**src/rtl/ipi_pkg.sv**
```systemverilog
package ipi_pkg;
  typedef enum logic [1:0] {
    CMD_POST   = 2'd0,
    CMD_RESET  = 2'd1,
    CMD_IDLE   = 2'd2,
    CMD_RESUME = 2'd3
  } ipi_cmd_e;

  typedef struct packed {
    logic post;
    logic rst_ok;
    logic rst_bad;
    logic idle;
    logic resume;
  } ipi_act_t;
endpackage

```
**src/rtl/ipi_cmd_decode.sv**
```systemverilog
module ipi_cmd_decode
  import ipi_pkg::*;
#(
  parameter int unsigned NUM_CPU = 8,
  parameter int unsigned VEC_W   = 6,
  parameter logic [VEC_W-1:0] POR_VEC = 6'h01,
  localparam int unsigned CPU_W  = $clog2(NUM_CPU)
) (
  input  logic               valid_i,
  input  logic [1:0]         type_i,
  input  logic [CPU_W-1:0]   cpu_i,
  input  logic [VEC_W-1:0]   vec_i,
  input  logic [CPU_W:0]     count_i,
  output ipi_act_t           act_o,
  output logic [NUM_CPU-1:0] sel_o
);
  logic     present;
  ipi_cmd_e kind;

  assign kind    = ipi_cmd_e'(type_i);
  assign present = valid_i && ({1'b0, cpu_i} < count_i);

  always_comb begin
    act_o = '0;
    if (present) begin
      unique case (kind)
        CMD_POST:   act_o.post    = 1'b1;
        CMD_RESET:  begin
          act_o.rst_ok  = (vec_i == POR_VEC);
          act_o.rst_bad = (vec_i != POR_VEC);
        end
        CMD_IDLE:   act_o.idle    = 1'b1;
        CMD_RESUME: act_o.resume  = 1'b1;
        default:    act_o = '0;
      endcase
    end
  end

  for (genvar i = 0; i < NUM_CPU; i++) begin : g_sel
    assign sel_o[i] = present && (cpu_i == CPU_W'(i));
  end
endmodule

```
**src/rtl/ipi_run_ctl.sv**
```systemverilog
module ipi_run_ctl
  import ipi_pkg::*;
#(
  parameter int unsigned NUM_CPU = 8
) (
  input  logic               clk_i,
  input  logic               rst_ni,
  input  ipi_act_t           act_i,
  input  logic [NUM_CPU-1:0] sel_i,
  output logic [NUM_CPU-1:0] running_o,
  output logic [NUM_CPU-1:0] rst_pulse_o
);
  for (genvar i = 0; i < NUM_CPU; i++) begin : g_core
    localparam logic RUN_INIT = (i == 0);
    logic run_q, pulse_q;

    always_ff @(posedge clk_i or negedge rst_ni) begin
      if (!rst_ni) begin
        run_q   <= RUN_INIT;
        pulse_q <= 1'b0;
      end else begin
        pulse_q <= sel_i[i] && act_i.rst_ok;
        if (sel_i[i] && (act_i.rst_ok || act_i.resume)) run_q <= 1'b1;
        else if (sel_i[i] && act_i.idle)                 run_q <= 1'b0;
      end
    end

    assign running_o[i]   = run_q;
    assign rst_pulse_o[i] = pulse_q;
  end
endmodule

```
**src/rtl/ipi_post_stage.sv**
```systemverilog
module ipi_post_stage
  import ipi_pkg::*;
#(
  parameter int unsigned NUM_CPU = 8,
  parameter int unsigned VEC_W   = 6,
  localparam int unsigned CPU_W  = $clog2(NUM_CPU)
) (
  input  logic               clk_i,
  input  logic               rst_ni,
  input  ipi_act_t           act_i,
  input  logic [NUM_CPU-1:0] sel_i,
  input  logic [CPU_W-1:0]   cpu_i,
  input  logic [VEC_W-1:0]   vec_i,
  input  logic [NUM_CPU-1:0] running_i,
  output logic               post_o,
  output logic [CPU_W-1:0]   cpu_o,
  output logic [VEC_W-1:0]   vec_o,
  output logic [NUM_CPU-1:0] wake_o,
  output logic               err_o
);
  always_ff @(posedge clk_i or negedge rst_ni) begin
    if (!rst_ni) begin
      post_o <= 1'b0;
      cpu_o  <= '0;
      vec_o  <= '0;
      wake_o <= '0;
      err_o  <= 1'b0;
    end else begin
      post_o <= act_i.post;
      // run state sampled before this command's own update
      wake_o <= act_i.post ? (sel_i & running_i) : '0;
      if (act_i.post) begin
        cpu_o <= cpu_i;
        vec_o <= vec_i;
      end
      if (act_i.rst_bad) err_o <= 1'b1;
    end
  end
endmodule

```
**src/rtl/ipi_dispatch.sv**
```systemverilog
module ipi_dispatch
  import ipi_pkg::*;
#(
  parameter int unsigned NUM_CPU = 8,
  parameter int unsigned VEC_W   = 6,
  parameter logic [VEC_W-1:0] POR_VEC = 6'h01,
  localparam int unsigned CPU_W  = $clog2(NUM_CPU)
) (
  input  logic               clk_i,
  input  logic               rst_ni,
  input  logic [CPU_W:0]     cpu_count_i,
  input  logic               cmd_valid_i,
  input  logic [1:0]         cmd_type_i,
  input  logic [CPU_W-1:0]   cmd_cpu_i,
  input  logic [VEC_W-1:0]   cmd_vec_i,
  output logic               int_post_o,
  output logic [CPU_W-1:0]   int_cpu_o,
  output logic [VEC_W-1:0]   int_vec_o,
  output logic [NUM_CPU-1:0] wake_o,
  output logic [NUM_CPU-1:0] rst_pulse_o,
  output logic [NUM_CPU-1:0] running_o,
  output logic               reset_err_o
);
  ipi_act_t           act;
  logic [NUM_CPU-1:0] sel;

  ipi_cmd_decode #(.NUM_CPU(NUM_CPU), .VEC_W(VEC_W), .POR_VEC(POR_VEC)) u_dec (
    .valid_i (cmd_valid_i),
    .type_i  (cmd_type_i),
    .cpu_i   (cmd_cpu_i),
    .vec_i   (cmd_vec_i),
    .count_i (cpu_count_i),
    .act_o   (act),
    .sel_o   (sel)
  );

  ipi_run_ctl #(.NUM_CPU(NUM_CPU)) u_run (
    .clk_i       (clk_i),
    .rst_ni      (rst_ni),
    .act_i       (act),
    .sel_i       (sel),
    .running_o   (running_o),
    .rst_pulse_o (rst_pulse_o)
  );

  ipi_post_stage #(.NUM_CPU(NUM_CPU), .VEC_W(VEC_W)) u_post (
    .clk_i     (clk_i),
    .rst_ni    (rst_ni),
    .act_i     (act),
    .sel_i     (sel),
    .cpu_i     (cmd_cpu_i),
    .vec_i     (cmd_vec_i),
    .running_i (running_o),
    .post_o    (int_post_o),
    .cpu_o     (int_cpu_o),
    .vec_o     (int_vec_o),
    .wake_o    (wake_o),
    .err_o     (reset_err_o)
  );
endmodule

```
**config.mk**
```make
export PLATFORM = sky130hd
export DESIGN_NAME = ipi_dispatch
export DESIGN_NICKNAME = d
export VERILOG_FILES = /design/src/rtl/ipi_pkg.sv /design/src/rtl/ipi_cmd_decode.sv /design/src/rtl/ipi_run_ctl.sv /design/src/rtl/ipi_post_stage.sv /design/src/rtl/ipi_dispatch.sv
export SDC_FILE = /design/constraint.sdc
export NUM_CORES = 1
export LEC_CHECK = 0
export ABC_AREA = 1
export BUFFER_PORTS_ARGS = -buffer_cell sky130_fd_sc_hd__clkbuf_2
export CORE_MARGIN = 2
export CORE_UTILIZATION = 45
export CTS_CLUSTER_SIZE = 30
export DETAILED_ROUTE_END_ITERATION = 7
export PLACE_DENSITY = 0.79
export SLEW_MARGIN = 40
export SYNTH_ARGS = -nofsm -noshare
export SYNTH_HDL_FRONTEND = slang
export SYNTH_SLANG_ARGS = --single-unit
```
**constraint.sdc**
```tcl
create_clock -name clk_i -period 0.8 [get_ports clk_i]
set_input_delay 0.16 -clock clk_i [delete_from_list [all_inputs] [get_ports clk_i]]
set_output_delay 0.16 -clock clk_i [all_outputs]
set_load 0.05 [all_outputs]
```
==> impl_metrics.py, run 1 <==
metrics = {
    "status": {
        "run_status": "complete, but fails checks",
        "violations": "negative setup slack",
    },
    "clocking": {
        "htree_levels": 2,
        "clockBufferDepth": 2,
        "numCtsBuffers": 5,
        "cts_sinks": 35,
        "cts_tree": "yes",
        "path_clk_slew_ps": 120,
        "clk_latency_ps": 360,
        "clockRootBuffer": "clkbuf_4",
    },
    "timing": {
        "setup_tns_ps": -17180,
        "setup_slack_ps": -465,
        "max_freq_mhz": 790,
        "final-hold-violation-count": 0,
        "setup_viol": 70,
        "skew_ps": 3.90,
        "fin_crit_sh_pct": 158,
        "finalHoldWorstSlack_ps": 24.3,
        "slew_violations": 0,
        "max_slew_margin_pct": 74.9,
        "min_period_ps": 1270,
        "rsz0062_at_grt": "true",
        "worstMarginPinSlew_ps": 373,
    },
    "setup_path": {
        "path_buf_inv": 1,
        "required_ps": 640,
        "crit_path_end_kind": "primary output",
        "startpoint_type": "register",
        "worst-path-max-fanout": 2,
        "path_cells": "clkbuf_16",
        "slowest_stage": "dfstp_2",
        "crit_path_max_incr_delay_ps": 580,
        "cp_data_arrival_time_ps": 1110,
        "crit_type": "reg2out",
        "path_delay_family": "flip-flops",
    },
    "global_routing": {
        "first_global_vias": 1819,
        "grt_most_used_layer": "met2",
        "gr-usage-met1_pct": 30.4,
        "met3_usage_pct": 7.39,
        "grt_usage_pct": 28.9,
        "grt_pass1_wl_um": 8840,
        "grt_overflow": 0,
        "grt_use_met2_pct": 50.8,
        "grt_max_degree": 16,
        "antenna_found_initial": 0,
    },
    "placed_design": {
        "placed_cells": 298,
        "io_buffers": 52,
        "hpwl_um": 2780,
        "place_congestion": 0.888,
        "placed_area_sq_um": 2200,
    },
    "min_path": {
        "hold_class": "in2reg",
    },
    "drt": {
        "routed_via_density": 6.08,
        "antenna_left": 0,
        "route.detailed.drc": 0,
        "first_pass_iters": 4,
        "wire_per_inst_um": 26.4,
        "routed_wl_um": 8680,
        "drt_iter0_drc": 245,
        "num_vias": 1995,
    },
    "synth": {
        "synth.avg_cell_area_sq_um": 8.85,
        "synth_cell_type_count": 17,
        "yosysSeqAreaShare_pct": 54.5,
        "synth_area_sq_um": 1610,
        "yosysWarnings": 0,
        "synth_cells": 182,
        "synth_nets": 202,
        "ys_ff_latch": 35,
    },
    "pwr": {
        "powerDensity_nw_per_um2": 2000,
        "ir_drop_uv": 1670,
        "p_leak_nw": 1.53,
    },
    "finish": {
        "antenna_cells": 0,
        "nets": 301,
        "final_util_pct": 93.4,
        "synthToLayoutAreaGrowth_pct": 96.5,
        "nFillCells": 92,
        "fin_area_sq_um": 3160,
        "drive_above_1_share_pct": 67.0,
        "instances_no_fill": 328,
    },
    "die": {
        "dieArea_sq_um": 4070,
        "pin_count": 53,
        "rows": 21,
        "core_area_sq_um": 3390,
        "die_x_um": 63.8,
        "initial_core_util_pct": 47.5,
        "dieHeight_um": 63.8,
    },
    "run": {
        "maxCapViolCount": 0,
    },
}
[layout make-up]
| cell class | count | area, sq um | share of cell area [%] |
|---|---|---|---|
| multi-input cells | 117 | 906 | 28.6 |
| inverters | 13 | 63.8 | 2.02 |
| clock buffers | 7 | 55.1 | 1.74 |
| flip-flops and latches | 35 | 877 | 27.7 |
| repair buffers | 109 | 1200 | 37.9 |
| well taps | 46 | 57.6 | 1.82 |
| clock inverters | 1 | 5.00 | 0.158 |
[registers in the layout (all words and copies together) (netlist names)]
signal                count
u_post.cpu_o              3
u_post.err_o              1
u_run.g_core.run_q        8
u_run.g_core.pulse_q      8
u_post.vec_o              6
u_post.wake_o             8
u_post.post_o             1
[cells in the final DEF (no fill, tap or decap), drive strengths merged]
cell type / count
clkbuf: 21
dfstp: 1
a21oi: 1
buf: 94
a21boi: 2
dfrtp: 34
clkinv: 1
dlygate4sd3: 1
inv: 13
o21ai: 4
ha: 2
nor3: 8
nand3: 12
nand4: 9
nor2: 23
nand2: 56
[power by group]
part           total, mW  internal [mW]  leakage (nW)  switching [mW]
logic               2.98           1.33          1.04            1.66
registers           2.26           1.98         0.456           0.274
clock network       1.10          0.426        0.0353           0.676
[synthesized netlist by cell type]
cell type | count | area [sq um]
a21boi_4 | 2 | 37.5
a21oi_1 | 1 | 5.00
buf_4 | 17 | 128
buf_6 | 1 | 11.3
dfrtp_1 | 34 | 851
dfstp_2 | 1 | 26.3
ha_1 | 2 | 25.0
inv_1 | 9 | 33.8
inv_2 | 4 | 15.0
nand2_1 | 54 | 203
nand2_2 | 2 | 12.5
nand3_1 | 10 | 50.1
nand3_2 | 1 | 10.0
nand4_1 | 9 | 56.3
nor2_1 | 23 | 86.3
nor3_1 | 8 | 40.0
o21ai_1 | 4 | 20.0
[worst paths after layout]
| path | from | to | slack [ps] | depth (start not counted) |
|---|---|---|---|---|
| setup / recovery | u_run.g_core[0].run_q$_DFFE_PN1P_ | running_o[0] | -470 | 1 |
| hold / removal | cmd_vec_i[2] | u_post.vec_o[2]$_DFFE_PN0P_ | 20 | 3 |
| setup reg to reg | u_run.g_core[4].run_q$_DFFE_PN0P_ | u_run.g_core[4].run_q$_DFFE_PN0P_ | -180 | 4 |
| hold reg to reg | u_post.vec_o[4]$_DFFE_PN0P_ | u_post.vec_o[4]$_DFFE_PN0P_ | 580 | 2 |
| max in group asynchronous | rst_ni | u_run.g_core[1].run_q$_DFFE_PN0P_ | 110 | 3 |
| min in group asynchronous | rst_ni | u_post.wake_o[2]$_DFF_PN0_ | 250 | 2 |
[kinds of logic (layout without fill, tap and decap cells)]
group	count (synthesis)	after routing	share of synthesized area, %
AND/OR/NAND/NOR	107	108	28.4
flip-flops	35	35	54.5
buffers and inverters	31	130	11.7
AO/OA/AOI/OAI	7	7	3.89
adder cells (fa/ha/maj)	2	2	1.55
[metrics by stage]
stage	power, mW	setup slack [ps]
after CTS	5.66	-435
after global routing	6.48	-490
after detailed placement	4.06	-593
final	6.34	-465
after global placement	4.02	-535
after floorplan	3.39	-413
[metal layers]
metal,vias to the layer above,part of all wire (%)
li1,776,-
met1,965,34
met2,182,48
met3,72,8.8
met4,0,9.1
met5,-,0
[worst reg2reg max path: cells and delay by family (launching register included)]
family	cells	cell delay, ps
buffers and inverters	2	300
flip-flops	1	450
AND/OR/NAND/NOR	2	130
[timing repair]
item                                    CTS  global route
endpoints found under the setup margin   70            70
resized for setup                        99            95
hold buffers                              1             0
cloned                                    3             0
pin swaps                                18            21
buffers inserted                         13            10
hold endpoints to repair                 35             0
(Power assumes the default switching activity.)
==> run 2, diff against run 1 <==
SYNTH_HIERARCHICAL = 1   (was default)
==> run 2 against run 1 <==
Against the previous run: the run still ends with negative setup slack left; flip-flop and latch count stayed put; design area is 8.5% lower; area after synthesis is 1.8% higher; via count is 19% lower; global-route usage is 7.0 points lower; die area is 1.7% higher; clock power hardly changed; setup slack better by 26 ps; fmax is 2.1% higher; critical path type unchanged; critical endpoint unchanged.
==> impl_metrics.py, run 2 <==
metrics = {
    "die": {
        "die_x_um": 64.4,
        "rows": 21,
        "core_area_sq_um": 3420,
        "pin_count": 53,
        "dieHeight_um": 64.4,
        "initial_core_util_pct": 48.0,
        "dieArea_sq_um": 4140,
    },
    "pwr": {
        "p_total_mw": 5.39,
        "p_leak_nw": 1.44,
        "powerDensity_nw_per_um2": 1860,
        "ir_drop_uv": 1880,
    },
    "status": {
        "run_status": "complete, but fails checks",
        "violations": "negative setup slack",
    },
    "finish": {
        "top_regs": "u_post/wake_o (8), u_run/g_core.pulse_q (8), u_run/g_core.run_q (8)",
        "drive_above_1_share_pct": 59.1,
        "nFillCells": 162,
        "mostFrequentLayoutCell": "nand2_1",
        "synthToLayoutAreaGrowth_pct": 76.7,
        "instances_no_fill": 320,
        "fin_area_sq_um": 2900,
        "final_cell_mix": "45 x nand2_1, 33 x dfrtp_1, 31 x buf_8",
        "antenna_cells": 0,
        "nets": 293,
    },
    "global_routing": {
        "grt_pass1_wl_um": 6820,
        "grt_max_degree": 23,
        "first_global_vias": 1487,
        "grt_usage_pct": 21.9,
        "grt_overflow": 0,
        "antenna_found_initial": 0,
    },
    "synth": {
        "synth.avg_cell_area_sq_um": 8.24,
        "synth_nets": 219,
        "synth_cells": 199,
        "synthArstFlopShare_pct": 100,
        "synth_area_sq_um": 1640,
        "synth_ff_type": "dfrtp_1",
        "yosysSeqAreaShare_pct": 53.5,
        "synth_top_area_cell": "dfrtp_1",
        "ys_ff_latch": 35,
        "synth_edf_count": 0,
        "synth_common_cells": "74 x nand2_1, 34 x dfrtp_1, 26 x nor2_1, 17 x inv_1, 16 x buf_4",
        "yosysWarnings": 6,
        "yosys.area.top_type_share_pct": 51.9,
        "synth.most_common_cell": "nand2_1",
        "synth_cell_type_count": 18,
        "ys_top_cells_by_area": "dfrtp_1 52%, nand2_1 17%, buf_4 7.3%, nor2_1 6.0%, inv_1 3.9%",
    },
    "placed_design": {
        "hpwl_um": 2390,
        "post-place-ws_ps": -815,
        "placed_area_sq_um": 2040,
        "placed_cells": 292,
        "io_buffers": 52,
        "place_congestion": 0.794,
    },
    "setup_path": {
        "path_buf_inv": 1,
        "path_delay_family": "flip-flops",
        "crit-reg2reg-launch": "u_run/g_core[3].run_q$_DFFE_PN0P_",
        "r2r_slack_ps": -250,
        "startpoint_type": "register",
        "crit_path_max_incr_delay_ps": 590,
        "path_cells": "buf_12",
        "cp_data_arrival_time_ps": 1080,
        "worst_r2r_endpoint": "u_run/g_core[3].run_q$_DFFE_PN0P_",
        "worst-path-max-fanout": 2,
        "required_ps": 640,
        "r2r_cells": 5,
        "slowest_stage": "dfstp_2",
        "crit_type": "reg2out",
        "crit_path_end_kind": "primary output",
        "critical_path_depth": 1,
    },
    "clocking": {
        "htree_levels": 2,
        "path_clk_slew_ps": 110,
        "cts_tree": "yes",
        "clockRootBuffer": "clkbuf_4",
        "clockBufferDepth": 2,
        "clk_latency_ps": 350,
        "numCtsBuffers": 5,
        "cts_sinks": 35,
    },
    "timing": {
        "skew_ps": 6.26,
        "final-hold-violation-count": 0,
        "min_period_ps": 1240,
        "setup_slack_ps": -439,
        "max_slew_margin_pct": 81.2,
        "max_freq_mhz": 807,
        "worstMarginPinSlew_ps": 282,
        "fin_crit_sh_pct": 155,
        "setup_tns_ps": -17630,
        "rsz0062_at_grt": "true",
        "slew_violations": 0,
        "setup_viol": 70,
    },
    "run": {
        "maxCapViolCount": 0,
    },
    "min_path": {
        "min_path_cells": 3,
        "whs_endpoint": "u_post/vec_o[1]$_DFFE_PN0P_",
        "hp-start": "cmd_vec_i[1]",
        "hold_class": "in2reg",
    },
    "drt": {
        "drt_iter0_drc": 113,
        "antenna_left": 0,
        "routed_via_density": 5.04,
        "wire_per_inst_um": 15.7,
        "route.detailed.drc": 0,
        "routed_wl_um": 5030,
        "first_pass_iters": 4,
        "num_vias": 1613,
    },
}
==> run 2: cell count changes in the layout (fill, tap and decap cells not counted), moves of 8 or more <==
cell / change
buf_4: -23
nand2_1: +16
nand2_2: +9
nand3_1: +8
nand4_1: -8
nor2_4: +9
==> run 2: cell type report <==
cell class | instances | area, sq um | area share [%]
timing repair buffer | 85 | 973 | 33.6
tap | 46 | 57.6 | 1.99
clock buffer | 8 | 68.8 | 2.38
timing repair inverter | 2 | 20.0 | 0.691
multi-input combinational | 125 | 795 | 27.4
inverter | 19 | 104 | 3.59
sequential | 35 | 878 | 30.3
==> run 2: cell families after synthesis <==
group / share of synthesized area, %
buf+inv: 14.9
compound gates: 2.90
fa+ha+maj: 1.53
simple gates: 27.2
flops: 53.5
==> run 2: where the power goes <==
group,internal [mW],switching [mW]
combinational,0.957,1.16
clock,0.517,0.613
sequential,1.95,0.199
==> run 2: worst min-delay path: cells and delay by family <==
kind | cells | cell delay, ps
buffers and inverters | 1 | 90
AND/OR/NAND/NOR | 2 | 100
==> run 2: how the worst max path moves through the flow <==
| stage | start | slack (ps) | endpoint |
|---|---|---|---|
| floorplan | cpu_count_i[1] | -470 | u_run/g_core[7].run_q$_DFFE_PN0P_ |
| global placement | cpu_count_i[1] | -760 | u_run/g_core[7].run_q$_DFFE_PN0P_ |
| detailed placement | cpu_count_i[1] | -810 | u_run/g_core[2].run_q$_DFFE_PN0P_ |
| CTS | u_run/g_core[0].run_q$_DFFE_PN1P_ | -410 | running_o[0] |
| global route | u_run/g_core[0].run_q$_DFFE_PN1P_ | -460 | running_o[0] |
| finish | u_run/g_core[0].run_q$_DFFE_PN1P_ | -440 | running_o[0] |
==> run 2: through the flow <==
stage | hold slack, ps | util [%]
after floorplan | -136 | -
after global placement | 122 | 59.8
after detailed placement | 126 | 59.8
after CTS | 19.6 | 76.8
after global routing | 12.2 | 84.8
final | 20.9 | 84.8
==> run 2: per-layer routing <==
| metal | track usage [%] | up-vias | part of all wire (%) |
|---|---|---|---|
| met5 | 0 | - | 0 |
| met3 | 5.81 | 12 | 6.7 |
| met1 | 25.3 | 785 | 37 |
| li1 | - | 736 | - |
| met4 | 7.98 | 0 | 2.4 |
| met2 | 38.9 | 80 | 54 |
==> run 2: repair_timing <==
| action | 4_1_cts | 5_1_grt |
|---|---|---|
| pin swaps | 29 | 15 |
| resized for setup | 108 | 94 |
| hold endpoints to repair | 35 | 0 |
| hold buffers | 1 | 0 |
| setup buffers | 8 | 10 |
| cloned | 1 | 2 |
| endpoints found under the setup margin | 70 | 70 |
==> run 3, diff against run 2 <==
==> constraint.sdc (replaced) <==
create_clock -name clk_i -period 0.8 [get_ports clk_i]
set_input_delay 0.08 -clock clk_i [delete_from_list [all_inputs] [get_ports clk_i]]
set_output_delay 0.08 -clock clk_i [all_outputs]
set_load 0.05 [all_outputs]
==> run 3 against run 2 <==
Against the previous run: the flow still finishes with violations (negative setup slack); clock power fell by 18%; critical path depth unchanged; die area stayed put; total power is 7.3% lower; clock skew fell by 4.3 ps; register-to-register slack improved by 100 ps; critical endpoint unchanged.
==> impl_metrics.py, run 3 (synthesis gave the netlist of run 2 again) <==
metrics = {
    "status": {
        "run_status": "complete, but fails checks",
        "violations": "negative setup slack",
    },
    "die": {
        "core_area_sq_um": 3420,
        "dieArea_sq_um": 4140,
        "initial_core_util_pct": 48.0,
        "rows": 21,
        "dieHeight_um": 64.4,
        "die_x_um": 64.4,
        "pin_count": 53,
    },
    "pwr": {
        "p_leak_nw": 1.44,
        "ir_drop_uv": 1310,
        "powerDensity_nw_per_um2": 1780,
    },
    "setup_path": {
        "startpoint_type": "register",
        "path_delay_family": "flip-flops",
        "crit_type": "reg2out",
        "path_buf_inv": 1,
        "worst-path-max-fanout": 2,
        "path_cells": "clkbuf_16",
        "required_ps": 720,
        "crit_path_max_incr_delay_ps": 570,
        "slowest_stage": "dfstp_2",
        "crit_path_end_kind": "primary output",
        "cp_data_arrival_time_ps": 1060,
    },
    "clocking": {
        "cts_sinks": 35,
        "cts_tree": "yes",
        "clockBufferDepth": 2,
        "clockRootBuffer": "clkbuf_4",
        "htree_levels": 2,
        "numCtsBuffers": 5,
        "path_clk_slew_ps": 110,
        "clk_latency_ps": 330,
    },
    "drt": {
        "num_vias": 1534,
        "wire_per_inst_um": 13.8,
        "first_pass_iters": 4,
        "routed_wl_um": 4440,
        "antenna_left": 0,
        "routed_via_density": 4.78,
        "drt_iter0_drc": 81,
        "route.detailed.drc": 0,
    },
    "timing": {
        "max_freq_mhz": 875,
        "setup_viol": 69,
        "rsz0062_at_grt": "true",
        "final-hold-violation-count": 0,
        "max_slew_margin_pct": 82.9,
        "worstMarginPinSlew_ps": 256,
        "slew_violations": 0,
        "skew_ps": 1.95,
        "setup_slack_ps": -343,
        "setup_tns_ps": -10390,
        "min_period_ps": 1140,
        "fin_crit_sh_pct": 143,
    },
    "finish": {
        "mostFrequentLayoutCell": "nand2_1",
        "final_util_pct": 82.1,
        "drive_above_1_share_pct": 46.5,
        "nets": 294,
        "final_cell_mix": "67 x nand2_1, 34 x buf_8, 34 x dfrtp_1",
        "nFillCells": 196,
        "top_regs": "u_post/wake_o (8), u_run/g_core.pulse_q (8), u_run/g_core.run_q (8)",
        "antenna_cells": 0,
        "synthToLayoutAreaGrowth_pct": 71.1,
    },
    "global_routing": {
        "grt_max_degree": 36,
        "antenna_found_initial": 0,
        "first_global_vias": 1507,
        "grt_usage_pct": 22.6,
        "grt_pass1_wl_um": 6960,
        "grt_overflow": 0,
    },
    "placed_design": {
        "place_congestion": 0.790,
        "hpwl_um": 2360,
        "io_buffers": 52,
    },
    "min_path": {
        "hold_class": "in2reg",
    },
    "run": {
        "maxCapViolCount": 0,
    },
}
run 3: changes by cell type in the layout (fill, tap and decap cells not counted), sizes merged:
| cell | delta |
|---|---|
| nor2 | -1 |
| clkinv | +1 |
| buf | -2 |
| inv | -2 |
| clkbuf | -1 |
| dlygate4sd3 | +6 |
run 3: final timing paths:
kind / slack [ps] / start / cells past startpoint / end
min in group asynchronous: 250 / rst_ni / 3 / u_post/vec_o[4]$_DFFE_PN0P_
worst max register to register: -150 / u_run/g_core[1].run_q$_DFFE_PN0P_ / 4 / u_post/wake_o[1]$_DFF_PN0_
worst max-delay path: -340 / u_run/g_core[0].run_q$_DFFE_PN1P_ / 1 / running_o[0]
max in group asynchronous: 290 / rst_ni / 3 / u_run/g_core[0].run_q$_DFFE_PN1P_
worst min-delay path: 110 / cmd_cpu_i[1] / 4 / u_post/cpu_o[1]$_DFFE_PN0P_
worst min register to register: 530 / u_post/cpu_o[0]$_DFFE_PN0P_ / 2 / u_post/cpu_o[0]$_DFFE_PN0P_
run 3: per-layer routing:
layer	track usage, %	vias up	part of all wire, %
met5	0	-	0
met4	10.1	0	1.7
met3	6.69	10	6.5
met2	40.2	60	54
met1	24.6	721	38
li1	-	743	-
run 3: final cells by class:
| cell class | count | area (sq um) | area share [%] |
|---|---|---|---|
| Timing Repair Buffer | 89 | 1020 | 36.5 |
| Sequential cell | 35 | 877 | 31.3 |
| Multi-Input combinational cell | 124 | 692 | 24.7 |
| Inverter | 19 | 104 | 3.70 |
| Tap cell | 46 | 57.6 | 2.05 |
| Clock buffer | 7 | 45.0 | 1.61 |
| Clock inverter | 1 | 5.00 | 0.178 |
run 3: where the power goes:
| group | switching [mW] | internal (mW) | total [mW] |
|---|---|---|---|
| combinational | 1.09 | 0.879 | 1.97 |
| clock | 0.583 | 0.342 | 0.925 |
| sequential | 0.164 | 1.94 | 2.11 |
run 3: timing repair:
item                                    CTS  global route
endpoints found under the setup margin   70            70
gates resized for setup                 118            53
pin swaps                                39            17
buffers inserted                         10             4
hold endpoints to repair                 41             0
hold buffers                              7             0
run 3: tightest hold or removal path: stages:
cell     delay [ps]
buf_4           100
buf_4           140
nand2_1          50
nand2_1          60
run 3: metrics by stage:
stage	hold WS [ps]	cell area (sq um)	power, mW	setup WS (ps)	std cells
after detailed placement	52.7	1990	3.38	-711	292
after CTS	105	2680	4.78	-341	317
after global placement	53.4	1990	3.35	-667	292
final	110	2810	5.00	-343	321
after global routing	125	2810	5.25	-388	321
after floorplan	-216	1700	3.06	-390	199
